File: src/rtl/ctr_trap_pkg.sv
package ctr_trap_pkg;
  typedef enum logic [1:0] {
    PRIV_U   = 2'd0,
    PRIV_S   = 2'd1,
    PRIV_RSV = 2'd2,
    PRIV_M   = 2'd3
  } priv_e;

  typedef struct packed {
    logic allow;
    logic illegal;
    logic virt;
  } verdict_t;

  localparam verdict_t VERDICT_ALLOW   = '{allow: 1'b1, illegal: 1'b0, virt: 1'b0};
  localparam verdict_t VERDICT_ILLEGAL = '{allow: 1'b0, illegal: 1'b1, virt: 1'b0};
  localparam verdict_t VERDICT_VIRTUAL = '{allow: 1'b0, illegal: 1'b0, virt: 1'b1};
  localparam verdict_t VERDICT_NONE    = '{allow: 1'b0, illegal: 1'b0, virt: 1'b0};
endpackage

File: src/rtl/ctr_addr_decode.sv
module ctr_addr_decode #(
  parameter int          AW      = 12,
  parameter int          NCTR    = 32,
  parameter logic [11:0] LO_BASE = 12'hC00,
  parameter logic [11:0] HI_BASE = 12'hC80
) (
  input  logic [AW-1:0]           addr,
  input  logic                    xlen32,
  output logic                    ctr_ok,
  output logic                    hi_blocked,
  output logic [$clog2(NCTR)-1:0] idx
);
  localparam int IDX_W = $clog2(NCTR);

  logic in_lo;
  logic in_hi;

  always_comb begin
    in_lo      = (addr[AW-1:IDX_W] == LO_BASE[AW-1:IDX_W]);
    in_hi      = (addr[AW-1:IDX_W] == HI_BASE[AW-1:IDX_W]);
    idx        = addr[IDX_W-1:0];
    ctr_ok     = in_lo | (in_hi & xlen32);
    hi_blocked = in_hi & ~xlen32;
  end
endmodule

File: src/rtl/ctr_trap_policy.sv
module ctr_trap_policy
  import ctr_trap_pkg::*;
(
  input  priv_e    priv,
  input  logic     virt,
  input  logic     hyp_insn,
  input  logic     ctr_ok,
  input  logic     m_bit,
  input  logic     h_bit,
  input  logic     s_bit,
  output verdict_t verdict
);
  always_comb begin
    verdict = VERDICT_ILLEGAL;
    if (priv == PRIV_RSV) begin
      verdict = VERDICT_ILLEGAL;
    end else if (hyp_insn) begin
      unique case (priv)
        PRIV_M:  verdict = VERDICT_ALLOW;
        PRIV_S:  verdict = virt ? VERDICT_VIRTUAL : VERDICT_ALLOW;
        default: verdict = virt ? VERDICT_VIRTUAL : VERDICT_ILLEGAL;
      endcase
    end else if (!ctr_ok) begin
      verdict = VERDICT_ILLEGAL;
    end else if (priv == PRIV_M) begin
      verdict = VERDICT_ALLOW;
    end else if (!m_bit) begin
      verdict = VERDICT_ILLEGAL;
    end else if (!virt) begin
      if (priv == PRIV_S) verdict = VERDICT_ALLOW;
      else                verdict = s_bit ? VERDICT_ALLOW : VERDICT_ILLEGAL;
    end else begin
      if (priv == PRIV_S) verdict = h_bit ? VERDICT_ALLOW : VERDICT_VIRTUAL;
      else                verdict = (h_bit & s_bit) ? VERDICT_ALLOW : VERDICT_VIRTUAL;
    end
  end
endmodule

File: src/rtl/ctr_trap_classifier.sv
module ctr_trap_classifier
  import ctr_trap_pkg::*;
#(
  parameter int          AW      = 12,
  parameter int          NCTR    = 32,
  parameter logic [11:0] LO_BASE = 12'hC00,
  parameter logic [11:0] HI_BASE = 12'hC80
) (
  input  logic            clk,
  input  logic            rst_n,
  input  logic            req_valid,
  input  logic [1:0]      priv,
  input  logic            virt,
  input  logic            xlen32,
  input  logic [AW-1:0]   csr_addr,
  input  logic            hyp_insn,
  input  logic [NCTR-1:0] m_cnt_en,
  input  logic [NCTR-1:0] h_cnt_en,
  input  logic [NCTR-1:0] s_cnt_en,
  output logic            res_allow,
  output logic            res_illegal,
  output logic            res_virtual
);
  localparam int IDX_W = $clog2(NCTR);

  logic             ctr_ok;
  logic             hi_blocked;
  logic [IDX_W-1:0] idx;
  priv_e            priv_q;
  verdict_t         verdict_d;
  verdict_t         verdict_q;
  verdict_t         verdict_nxt;

  assign priv_q = priv_e'(priv);

  ctr_addr_decode #(
    .AW(AW), .NCTR(NCTR), .LO_BASE(LO_BASE), .HI_BASE(HI_BASE)
  ) i_decode (
    .addr       (csr_addr),
    .xlen32     (xlen32),
    .ctr_ok     (ctr_ok),
    .hi_blocked (hi_blocked),
    .idx        (idx)
  );

  ctr_trap_policy i_policy (
    .priv     (priv_q),
    .virt     (virt),
    .hyp_insn (hyp_insn),
    .ctr_ok   (ctr_ok),
    .m_bit    (m_cnt_en[idx]),
    .h_bit    (h_cnt_en[idx]),
    .s_bit    (s_cnt_en[idx]),
    .verdict  (verdict_d)
  );

  always_comb begin
    verdict_nxt = verdict_q;
    if (req_valid) verdict_nxt = verdict_d;
  end

  always_ff @(posedge clk or negedge rst_n) begin
    if (!rst_n) verdict_q <= VERDICT_NONE;
    else        verdict_q <= verdict_nxt;
  end

  assign res_allow   = verdict_q.allow;
  assign res_illegal = verdict_q.illegal;
  assign res_virtual = verdict_q.virt;


  one_hot_result_chk: assert property (@(posedge clk) disable iff (!rst_n)
    req_valid |=> $onehot({res_allow, res_illegal, res_virtual}));


  hold_between_strobes_chk: assert property (@(posedge clk) disable iff (!rst_n)
    !req_valid |=> $stable({res_allow, res_illegal, res_virtual}));


  machine_allow_chk: assert property (@(posedge clk) disable iff (!rst_n)
    (req_valid && !hyp_insn && priv == 2'd3 && ctr_ok) |=> res_allow);


  machine_bit_clear_chk: assert property (@(posedge clk) disable iff (!rst_n)
    (req_valid && !hyp_insn && priv[1] == 1'b0 && ctr_ok && !m_cnt_en[idx]) |=> res_illegal);


  high_half_wide_chk: assert property (@(posedge clk) disable iff (!rst_n)
    (req_valid && !hyp_insn && hi_blocked) |=> res_illegal);


  hyp_virtual_chk: assert property (@(posedge clk) disable iff (!rst_n)
    (req_valid && hyp_insn && virt && priv[1] == 1'b0) |=> res_virtual);
endmodule

File: config.mk
export PLATFORM = sky130hd
export DESIGN_NAME = ctr_trap_classifier
export DESIGN_NICKNAME = d
export VERILOG_FILES = /design/src/rtl/ctr_trap_pkg.sv /design/src/rtl/ctr_addr_decode.sv /design/src/rtl/ctr_trap_policy.sv /design/src/rtl/ctr_trap_classifier.sv
export SDC_FILE = /design/constraint.sdc
export NUM_CORES = 1
export LEC_CHECK = 0
export ABC_AREA = 1
export BUFFER_PORTS_ARGS = -buffer_cell sky130_fd_sc_hd__clkbuf_2
export CAP_MARGIN = 0
export CORE_MARGIN = 4
export CORE_UTILIZATION = 35
export DETAILED_ROUTE_END_ITERATION = 7
export GPL_TIMING_DRIVEN = 0
export PLACE_DENSITY = 0.75
export SLEW_MARGIN = 0
export SYNTH_ARGS = -nofsm -noshare
export SYNTH_HDL_FRONTEND = slang
export SYNTH_SLANG_ARGS = --single-unit
File: constraint.sdc
create_clock -name clk -period 1.2 [get_ports clk]
set_input_delay 0.24 -clock clk [delete_from_list [all_inputs] [get_ports clk]]
set_output_delay 0.24 -clock clk [all_outputs]
set_load 0.1 [all_outputs]
==> qor.csv, run 1 <==
stage,metric,value,unit
clocking,numCtsBuffers,3,
critical_path,cp.arrival,1550,ps
timing,finalMaxSlewViolations,0,
synth,synth_most_common_cell,nand2_1,
timing,rsz0062_at_grt,true,
drt,vias_per_cell,4.81,
critical_path,crit_family,simple AND/OR/NAND/NOR gates,
critical_path,path_max_fanout,10,
drt,ant_nets,0,
floorplanning,fp.dieW,70.3,um
timing,period_share,121,%
final_layout,drive_gt1_share,39.6,%
synth,synth_cells,282,
critical_path,r2r_slack,570,ps
timing,fin_ws,-248,ps
synth,yosysWarnings,0,
critical_path,cp_slowest_cell,buf_12,
final_layout,n_fill_cell,386,
global_routing,grt_pass1_vias,2097,
global_routing,grt_pass1_wl,8830,um
critical_path,reg2reg_depth,2,
drt,drtIter0Drc,95,
critical_path,required,1300,ps
power_and_ir_drop,p_sw_share,40.3,%
worst_hold_path,hold_class,in -> reg,
drt,wl_per_cell,12.5,um
power_and_ir_drop,pwr-share-clk,24.2,%
critical_path,slowest_delay,140,ps
synth,synthTopCellsByArea,"nand2_1 30%, nand3_1 21%, nor2_1 9.7%",
clocking,h-tree-depth,1,
clocking,clock_latency,210,ps
final_layout,multi_input_area,0.00106,mm2
final_layout,final_cells,457,
synth,syn_area_per_cell,4.82,um2
final_layout,final_nets,526,
timing,relSlewSlack,71.0,%
timing,max_freq,0.691,GHz
floorplanning,die_h,70.3,um
outcome,status,"finished, violations left",
clocking,cts_num_sinks,3,
clocking,cts_buffer_depth,2,
timing,setup_viol,3,
synth,yosys-top-cells-count,"108 x nand2_1, 57 x nand3_1, 35 x nor2_1, 30 x inv_1, 11 x o21ai_0",
synth,synth.top_cell.area_share,29.8,%
final_layout,final_core_util,61.6,%
placement,hpwl,4310,um
critical_path,cp_common_cell,nand2_1,
synth,synth_top_cell_by_area,nand2_1,
outcome,violations,negative setup slack,
timing,skew,0,ps
global_routing,grt_overflow,0,
power_and_ir_drop,peakVddDrop,328,uV
worst_hold_path,min_from,req_valid,
placement,port_buffers,117,
critical_path,r2r-end,res_illegal,
critical_path,end_kind,flip-flop,
placement,place_congestion,0.888,
floorplanning,io_pins,119,
clocking,root_buffer,clkbuf_8,
synth,synth_edf_count,0,
critical_path,cp_cell_sequence,"buf_12, buf_12, nor2_2, nor2_2, o21ai_0, nand3_1, nand3_2, nand2_1, nand2_1, nand2_1, nand2_1, nand3_1, nand3_1, nand2_1, nand2_1, nand2_1",
worst_hold_path,whs_path_depth,3,
drt,vias,2196,
timing,worst_slew_pin_slew,435,ps
power_and_ir_drop,comb_power_share,66.2,%
synth,yosysUniqueCellTypes,23,
clocking,cts.clk_slew.worst_paths,30,ps
flow_run,maxCapViolations,0,
global_routing,grt_max_degree,11,
final_layout,regArea,75.1,um2
clocking,tritoncts,done,
power_and_ir_drop,power_frac_seq,9.6,%
placement,dpl.cell_count,447,
power_and_ir_drop,intPower,0.000707,W
final_layout,design_area,0.00229,mm2
synth,yosys_register_bits,3,
final_layout,synthToLayoutAreaGrowth,68.4,%
synth,syn_area,0.00136,mm2
critical_path,critical_path_class,in -> reg,
critical_path,rr_startpoint,res_illegal,
global_routing,antenna_found_initial,0,
critical_path,cp-start-kind,primary input,
drt,drc_errors,0,
power_and_ir_drop,cellPowerDensity,517,mW/mm2
floorplanning,start_util,36.6,%
critical_path,cp.buffers_inverters,2,
floorplanning,coreArea,0.00372,mm2
floorplanning,rows,22,
power_and_ir_drop,p_leak,1.39,nW
floorplanning,dieArea,0.00495,mm2
placement,placed_cell_area,0.00201,mm2
synth,async_flop_share,100,%
synth,synthesis.nets,398,
power_and_ir_drop,power.switching,0.000477,W
timing,timing.final.crit_period,1450,ps
drt,drt_wl_total,5720,um
drt,drtPass1Iterations,4,
worst_hold_path,min_to,res_illegal,
final_layout,diodes,0,
timing,hold_viol_final,0,
global_routing,grt_usage,21.3,%
synth,synthFlopType,dfrtp_1,
synth,ys_seq_area_share,5.52,%
-- metal layers --
metal	vias to the layer above	GRT usage [%]	wire [um]	share of wire [%]
met5	-	0	0	0
met4	0	7.66	129	2.3
met3	10	2.59	475	8.3
met2	86	38.0	2840	50
met1	948	25.8	2270	40
li1	1152	-	-	-
-- worst min-delay path, cell delays in order --
cell and delay [ps]:
clkbuf_2 90, nor2_1 90, a31oi_1 50
-- sequential cells by signal, indices dropped and copies added (netlist names) --
register and count:
res_allow 1, res_illegal 1, res_virtual 1
-- worst max path at each step --
stage / startpoint / to / slack (ps) / cells after the start
6_report: csr_addr[0] / res_allow / -250 / 16
4_1_cts: csr_addr[0] / res_allow / -180 / 16
3_5_place_dp: csr_addr[8] / res_allow / -560 / 12
3_3_place_gp: csr_addr[8] / res_allow / -570 / 12
5_1_grt: csr_addr[0] / res_allow / -420 / 16
2_1_floorplan: csr_addr[0] / res_allow / -230 / 16
-- cells by family after synthesis --
group | share of synthesized area [%]
simple gates | 62.3
compound gates | 11.6
buf+inv | 20.6
flops | 5.52
-- final cells by class --
class / count / area share (%)
Tap cell: 48 / 2.62
Multi-Input combinational cell: 231 / 46.5
Buffer: 16 / 9.07
Inverter: 32 / 5.90
Sequential cell: 3 / 3.28
Clock buffer: 4 / 1.97
Timing Repair Buffer: 123 / 30.7
-- power by group through the flow --
| stage | clock, W | combinational, W | sequential [W] |
|---|---|---|---|
| 3_3_place_gp | 0 | 0.000672 | 0.000114 |
| 6_report | 0.000287 | 0.000783 | 0.000114 |
| 2_1_floorplan | 0 | 0.000350 | 0.000170 |
| 4_1_cts | 0.000293 | 0.000715 | 0.000113 |
| 5_1_grt | 0.000313 | 0.000865 | 0.000115 |
| 3_5_place_dp | 0 | 0.000679 | 0.000114 |
-- cells in the final DEF, fill, tap and decap left out --
| cell type | n |
|---|---|
| a2111oi_2 | 1 |
| a21oi_1 | 2 |
| a21oi_2 | 2 |
| a22oi_1 | 1 |
| a31oi_1 | 1 |
| buf_12 | 4 |
| buf_2 | 1 |
| buf_4 | 4 |
| buf_6 | 5 |
| buf_8 | 6 |
| clkbuf_1 | 1 |
| clkbuf_16 | 2 |
| clkbuf_2 | 113 |
| clkbuf_4 | 3 |
| clkbuf_8 | 3 |
| dfrtp_1 | 3 |
| dlygate4sd3_1 | 1 |
| inv_1 | 30 |
| inv_8 | 2 |
| nand2_1 | 107 |
| nand2_2 | 2 |
| nand3_1 | 54 |
| nand3_2 | 3 |
| nand4_1 | 1 |
| nor2_1 | 27 |
| nor2_2 | 8 |
| nor2_4 | 1 |
| o211ai_1 | 6 |
| o21ai_0 | 7 |
| o21ai_1 | 6 |
| o21ai_2 | 1 |
| or2_2 | 1 |
-- metrics by stage --
stage	TNS (ps)	hold WS (ps)	setup slack, ps	total power, W
after floorplan	-532	-55.6	-233	0.000519
after global placement	-1570	35.9	-566	0.000786
after detailed placement	-1560	36.5	-565	0.000793
after CTS	-455	302	-183	0.00112
after global routing	-1000	335	-424	0.00129
final	-641	309	-248	0.00118
-- repair_timing --
action | in CTS | in global routing
endpoints found under the hold margin | 3 | 0
hold buffers | 1 | 0
setup buffers | 3 | 0
resized for setup | 19 | 31
endpoints found under the setup margin | 6 | 3
pin swaps | 8 | 22
cloned | 0 | 2
Note: power is estimated with default switching activity, not from simulation.
==> run 2, diff against run 1 <==
- CORE_UTILIZATION: 35 -> 40
- PLACE_DENSITY: 0.75 -> 0.84
==> run 2 against run 1 <==
  * The flow still finishes with violations (negative setup slack)
  * Cell count unchanged
  * Utilization up 11 points
  * Hold slack worse by 5.9 ps
  * Clock power is 38% lower
  * Sequential power about the same
  * Sequential share of layout area is essentially flat
==> qor.csv, run 2 (synthesis results as in run 1) <==
stage,metric,value,unit
placement,dp_slack,-522,ps
timing,hold_viol_final,0,
drt,ant_nets,0,
drt,m1WireLength,2380,um
timing,relSlewSlack,77.2,%
global_routing,grt_pass1_vias,2187,
timing,skew,0,ps
clocking,h-tree-depth,1,
worst_hold_path,hold_class,in -> reg,
final_layout,n_fill_cell,293,
clocking,tritoncts,done,
clocking,cts_buffer_depth,2,
timing,max_freq,0.684,GHz
placement,hpwl,4350,um
outcome,status,"finished, violations left",
floorplanning,fp.dieW,66.3,um
timing,fin_ws,-261,ps
floorplanning,rows,20,
drt,wl_met3,508,um
final_layout,multi_input_area,0.00107,mm2
drt,drtPass1Iterations,5,
power_and_ir_drop,peakVddDrop,554,uV
clocking,clock_latency,230,ps
drt,wl_per_cell,13.4,um
clocking,root_buffer,clkbuf_4,
placement,dpl.cell_count,443,
timing,worst_slew_pin_slew,342,ps
global_routing,antenna_found_initial,0,
timing,timing.final.crit_period,1460,ps
global_routing,grt_usage,26.2,%
final_layout,diodes,0,
drt,vias,2333,
global_routing,grt_pass1_wl,9210,um
floorplanning,dieArea,0.00440,mm2
global_routing,grt_max_degree,11,
final_layout,regArea,75.1,um2
clocking,cts_num_sinks,3,
drt,wl_met2,2970,um
clocking,numCtsBuffers,3,
drt,drc_errors,0,
global_routing,grt_overflow,0,
final_layout,final_common_cell,clkbuf_2,
critical_path,cp.arrival,1580,ps
drt,highest_layer,met4,
critical_path,required,1320,ps
floorplanning,start_util,43.1,%
final_layout,synthToLayoutAreaGrowth,68.9,%
clocking,cts.clk_slew.worst_paths,40,ps
final_layout,final_cells,457,
timing,period_share,122,%
placement,place_congestion,0.872,
timing,rsz0062_at_grt,true,
drt,vias_per_cell,5.11,
critical_path,end_kind,flip-flop,
drt,drt_wl_total,6130,um
critical_path,critical_path_class,in -> reg,
final_layout,final_core_util,72.9,%
flow_run,maxCapViolations,0,
outcome,violations,negative setup slack,
critical_path,path_max_fanout,6,
placement,port_buffers,117,
floorplanning,die_h,66.3,um
timing,setup_viol,3,
final_layout,final_cell_mix,"113 x clkbuf_2, 103 x nand2_1, 51 x nand3_1, 31 x nor2_1, 30 x inv_1",
floorplanning,io_pins,119,
critical_path,cp-start-kind,primary input,
power_and_ir_drop,cellPowerDensity,475,mW/mm2
drt,drtIter0Drc,160,
final_layout,final_nets,530,
power_and_ir_drop,p_leak,1.40,nW
final_layout,drive_gt1_share,40.4,%
timing,finalMaxSlewViolations,0,
floorplanning,coreArea,0.00315,mm2
[run 2: changes by cell type in the layout (fill, tap and decap cells not counted), moves of 3 or more]
cell / previous run / this run
clkbuf_4: 3 / 6
nor2_1: 27 / 31
nand3_1: 54 / 51
nand2_2: 2 / 6
nand3_2: 3 / 6
buf_12: 4 / 1
buf_6: 5 / 9
nand2_1: 107 / 103
nor2_2: 8 / 4
[run 2: layer usage]
layer  global-route usage, %  vias up
met4                    13.7        0
met1                    30.8     1008
met5                       0        -
met3                    3.06       27
met2                    45.8      137
li1                        -     1161
[run 2: where the power goes]
part           total, W  switching [W]  leakage, nW  internal, W
Sequential     0.000113     0.00000384       0.0374     0.000109
Combinational  0.000802       0.000422         1.35     0.000380
Clock          0.000177      0.0000524       0.0150     0.000125
Total           0.00109       0.000479         1.40     0.000614
[run 2: layout make-up]
type | instances | share of cell area (%)
well taps | 44 | 2.40
repair buffers | 127 | 32.0
flip-flops and latches | 3 | 3.27
clock buffers | 4 | 1.14
plain buffers | 16 | 8.88
inverters | 32 | 5.66
multi-input cells | 231 | 46.7
[run 2: path summary, 6_finish.rpt]
path                       slack (ps)         from  cells after the start          end
min                               300    req_valid                      3  res_illegal
max in group asynchronous         750        rst_n                      2    res_allow
min in group asynchronous         340        rst_n                      2  res_illegal
max reg2reg                       550  res_illegal                      2  res_illegal
max                              -260  csr_addr[0]                     16    res_allow
min reg2reg                       490  res_virtual                      2  res_virtual
[run 2: timing repair]
action | CTS | global route
endpoints found under the setup margin | 6 | 3
resized for setup | 35 | 9
pin swaps | 18 | 12
hold buffers | 1 | 0
gates cloned | 4 | 0
endpoints found under the hold margin | 3 | 0
buffers inserted | 4 | 1
[run 2: worst max-delay path: stages]
cell and delay (ps):
buf_12 120, clkbuf_16 150, nand2_1 90, nand3_1 120, nand3_2 100, nand2_2 60, nand2_1 60, nand2_1 60
o21ai_1 160, nor2_2 60, nand2_1 70, nand2_1 50, nand3_1 60, nand2_1 50, nand2_1 70, nand2_1 60
[run 2: metrics by stage]
| stage | setup TNS, ps | hold slack, ps | total power [W] | area (um2) |
|---|---|---|---|---|
| after global placement | -1420 | 35.7 | 0.000781 | 2010 |
| after detailed placement | -1480 | 40.9 | 0.000793 | 2010 |
| after floorplan | -532 | -55.6 | 0.000519 | 1370 |
| after CTS | -425 | 282 | 0.00106 | 2270 |
| after global routing | -958 | 303 | 0.00118 | 2300 |
| final | -630 | 303 | 0.00109 | 2300 |
==> run 3, diff against run 2 <==
- ABC_AREA: 1 -> not set
- CORE_UTILIZATION: 40 -> 39
- MAX_ROUTING_LAYER: not set -> met4
- PLACE_DENSITY: 0.84 -> 0.87
==> run 3 against run 2 <==
  * The run still ends with negative setup slack left
  * Synthesized cell count is 62% lower
  * Setup slack worse by 200 ps
  * Total power is 6.4% lower
  * Register-to-register slack worse by 110 ps
  * Count of clock-buffer cells in the layout stayed put
  * Sequential cell count stayed put
  * Maximum frequency is 12% lower
  * First-iteration DRC count is 46% lower
  * Critical endpoint unchanged
  * Largest cell class unchanged
  * Largest power group unchanged
==> qor.csv, run 3 <==
stage,metric,value,unit
power_and_ir_drop,peakVddDrop,303,uV
clocking,cts_num_sinks,3,
global_routing,antenna_found_initial,0,
critical_path,r2r-end,res_allow,
drt,drt_wl_total,4400,um
critical_path,cp-endpoint,res_allow,
placement,placed_cell_area,0.00180,mm2
critical_path,reg2reg_depth,3,
power_and_ir_drop,p_leak,1.01,nW
clocking,cts_buffer_depth,2,
synth,synth_most_common_cell,mux4_1,
timing,fin_ws,-461,ps
outcome,status,"finished, violations left",
floorplanning,coreArea,0.00283,mm2
synth,synthFlopType,dfrtp_1,
placement,hpwl,3710,um
drt,ant_nets,0,
final_layout,final_common_cell,clkbuf_2,
synth,syn_area_per_cell,11.0,um2
critical_path,cp_cell_sequence,"buf_12, mux4_2, mux2_4, a2bb2oi_4, a211oi_2, o22ai_1, a21o_1",
placement,place_congestion,0.833,
synth,synth_edf_count,0,
floorplanning,die_h,63.0,um
critical_path,crit_family,multiplexers,
final_layout,synthToLayoutAreaGrowth,68.3,%
synth,async_flop_share,100,%
synth,synthTopCellsByArea,"mux4_1 29%, mux4_2 19%, mux2i_1 7.6%",
global_routing,grt_pass1_vias,1530,
critical_path,cp-start-kind,primary input,
worst_hold_path,hold_class,in -> reg,
final_layout,regArea,75.1,um2
synth,yosysUniqueCellTypes,37,
floorplanning,rows,19,
timing,worst_slew_pin_slew,309,ps
critical_path,rr_startpoint,res_allow,
critical_path,critical_path_class,in -> reg,
timing,setup_viol,3,
critical_path,r2r_slack,440,ps
final_layout,final_cell_mix,"114 x clkbuf_2, 18 x mux4_2, 9 x nand2_1",
placement,port_buffers,116,
floorplanning,dieArea,0.00397,mm2
power_and_ir_drop,cellPowerDensity,514,mW/mm2
timing,max_freq,0.602,GHz
critical_path,worstSetupStartpoint,csr_addr[0],
global_routing,grt_usage,22.4,%
final_layout,design_area,0.00199,mm2
synth,yosys-top-cells-count,"13 x mux4_1, 10 x mux4_2, 9 x mux2i_1, 9 x nand2_1, 7 x nor2_1",
clocking,clock_latency,230,ps
synth,syn_area,0.00118,mm2
drt,drtPass1Iterations,4,
timing,finalMaxSlewViolations,0,
global_routing,grt_pass1_wl,6930,um
drt,vias_per_cell,5.75,
final_layout,final_cells,264,
drt,drc_errors,0,
synth,synthesis.nets,223,
critical_path,cp.arrival,1780,ps
critical_path,cp_slowest_cell,mux4_2,
worst_hold_path,min_from,req_valid,
timing,relSlewSlack,79.3,%
drt,vias,1519,
synth,synth.top_cell.area_share,28.9,%
timing,hold_viol_final,0,
drt,wl_per_cell,16.7,um
outcome,violations,negative setup slack,
synth,yosys_register_bits,3,
drt,drtIter0Drc,87,
synth,yosysWarnings,0,
final_layout,multi_input_area,0.00104,mm2
final_layout,n_fill_cell,203,
synth,synth_cells,107,
critical_path,slowest_delay,500,ps
timing,tns,-1240,ps
global_routing,grt_overflow,0,
timing,skew,0,ps
final_layout,diodes,0,
timing,timing.final.crit_period,1660,ps
flow_run,maxCapViolations,0,
clocking,numCtsBuffers,3,
timing,rsz0062_at_grt,true,
clocking,tritoncts,done,
floorplanning,start_util,41.8,%
critical_path,path_depth,7,
timing,holdWs,303,ps
critical_path,path_max_fanout,5,
clocking,cts.clk_slew.worst_paths,40,ps
global_routing,grt_max_degree,11,
synth,synth_top_cell_by_area,mux4_1,
floorplanning,io_pins,119,
placement,dpl.cell_count,254,
synth,ys_seq_area_share,6.36,%
final_layout,final_nets,350,
clocking,h-tree-depth,1,
critical_path,end_kind,flip-flop,
floorplanning,fp.dieW,63.0,um
critical_path,cp.buffers_inverters,1,
final_layout,drive_gt1_share,68.7,%
critical_path,required,1320,ps
clocking,root_buffer,clkbuf_4,
timing,period_share,138,%
## run 3: per-layer routing
layer	share of wire, %	vias up	GRT usage [%]
met3	7.8	12	4.32
met5	0	-	-
met1	37	708	25.6
li1	-	705	-
met2	53	94	39.4
met4	2.1	0	6.89
## run 3: timing repair
item,4_1_cts,5_1_grt
buffers inserted,2,0
pin swaps,16,6
hold buffers,1,0
gates cloned,3,0
resized for setup,23,5
endpoints found under the hold margin,3,0
setup endpoints to repair,6,3
## run 3: how the worst min path moves through the flow
stage                  endpoint  cells past startpoint
global route        res_virtual                      2
detailed placement    res_allow                      1
CTS                 res_virtual                      2
floorplan             res_allow                      0
finish              res_virtual                      2
global placement      res_allow                      1
## run 3: report_power, final
group | internal (W) | total, W | switching [W]
Sequential | 0.000111 | 0.000116 | 0.00000484
Combinational | 0.000411 | 0.000731 | 0.000320
Clock | 0.000125 | 0.000176 | 0.0000511
## run 3: cells by family (layout without fill, tap and decap cells)
logic type	Yosys count	after routing	synth area share, %
flip-flops	3	3	6.36
multiplexers	33	33	56.6
buffers and inverters	14	140	8.05
AND/OR/NAND/NOR	28	28	11.7
AO/OA/AOI/OAI	29	29	17.4
## run 3: worst reg2reg max path: cells and delay by family (launching register included)
kind,cells,cell delay (ps)
buffers and inverters,1,50
AO/OA/AOI/OAI,2,230
flip-flops,1,370
## run 3: through the flow
step                      setup slack (ps)  util [%]  power, W
after floorplan                       -647         -  0.000504
after detailed placement              -792      63.8  0.000752
after global routing                  -510      70.3   0.00110
after CTS                             -446      69.7   0.00102
after global placement                -797      63.8  0.000736
final                                 -461      70.3   0.00102
## run 3: final cells by class
type | instances | area share (%)
multi-input combinational | 90 | 52.5
inverter | 6 | 1.13
buffer | 8 | 5.35
tap | 31 | 1.95
timing repair buffer | 122 | 34.0
sequential | 3 | 3.78
clock buffer | 4 | 1.32
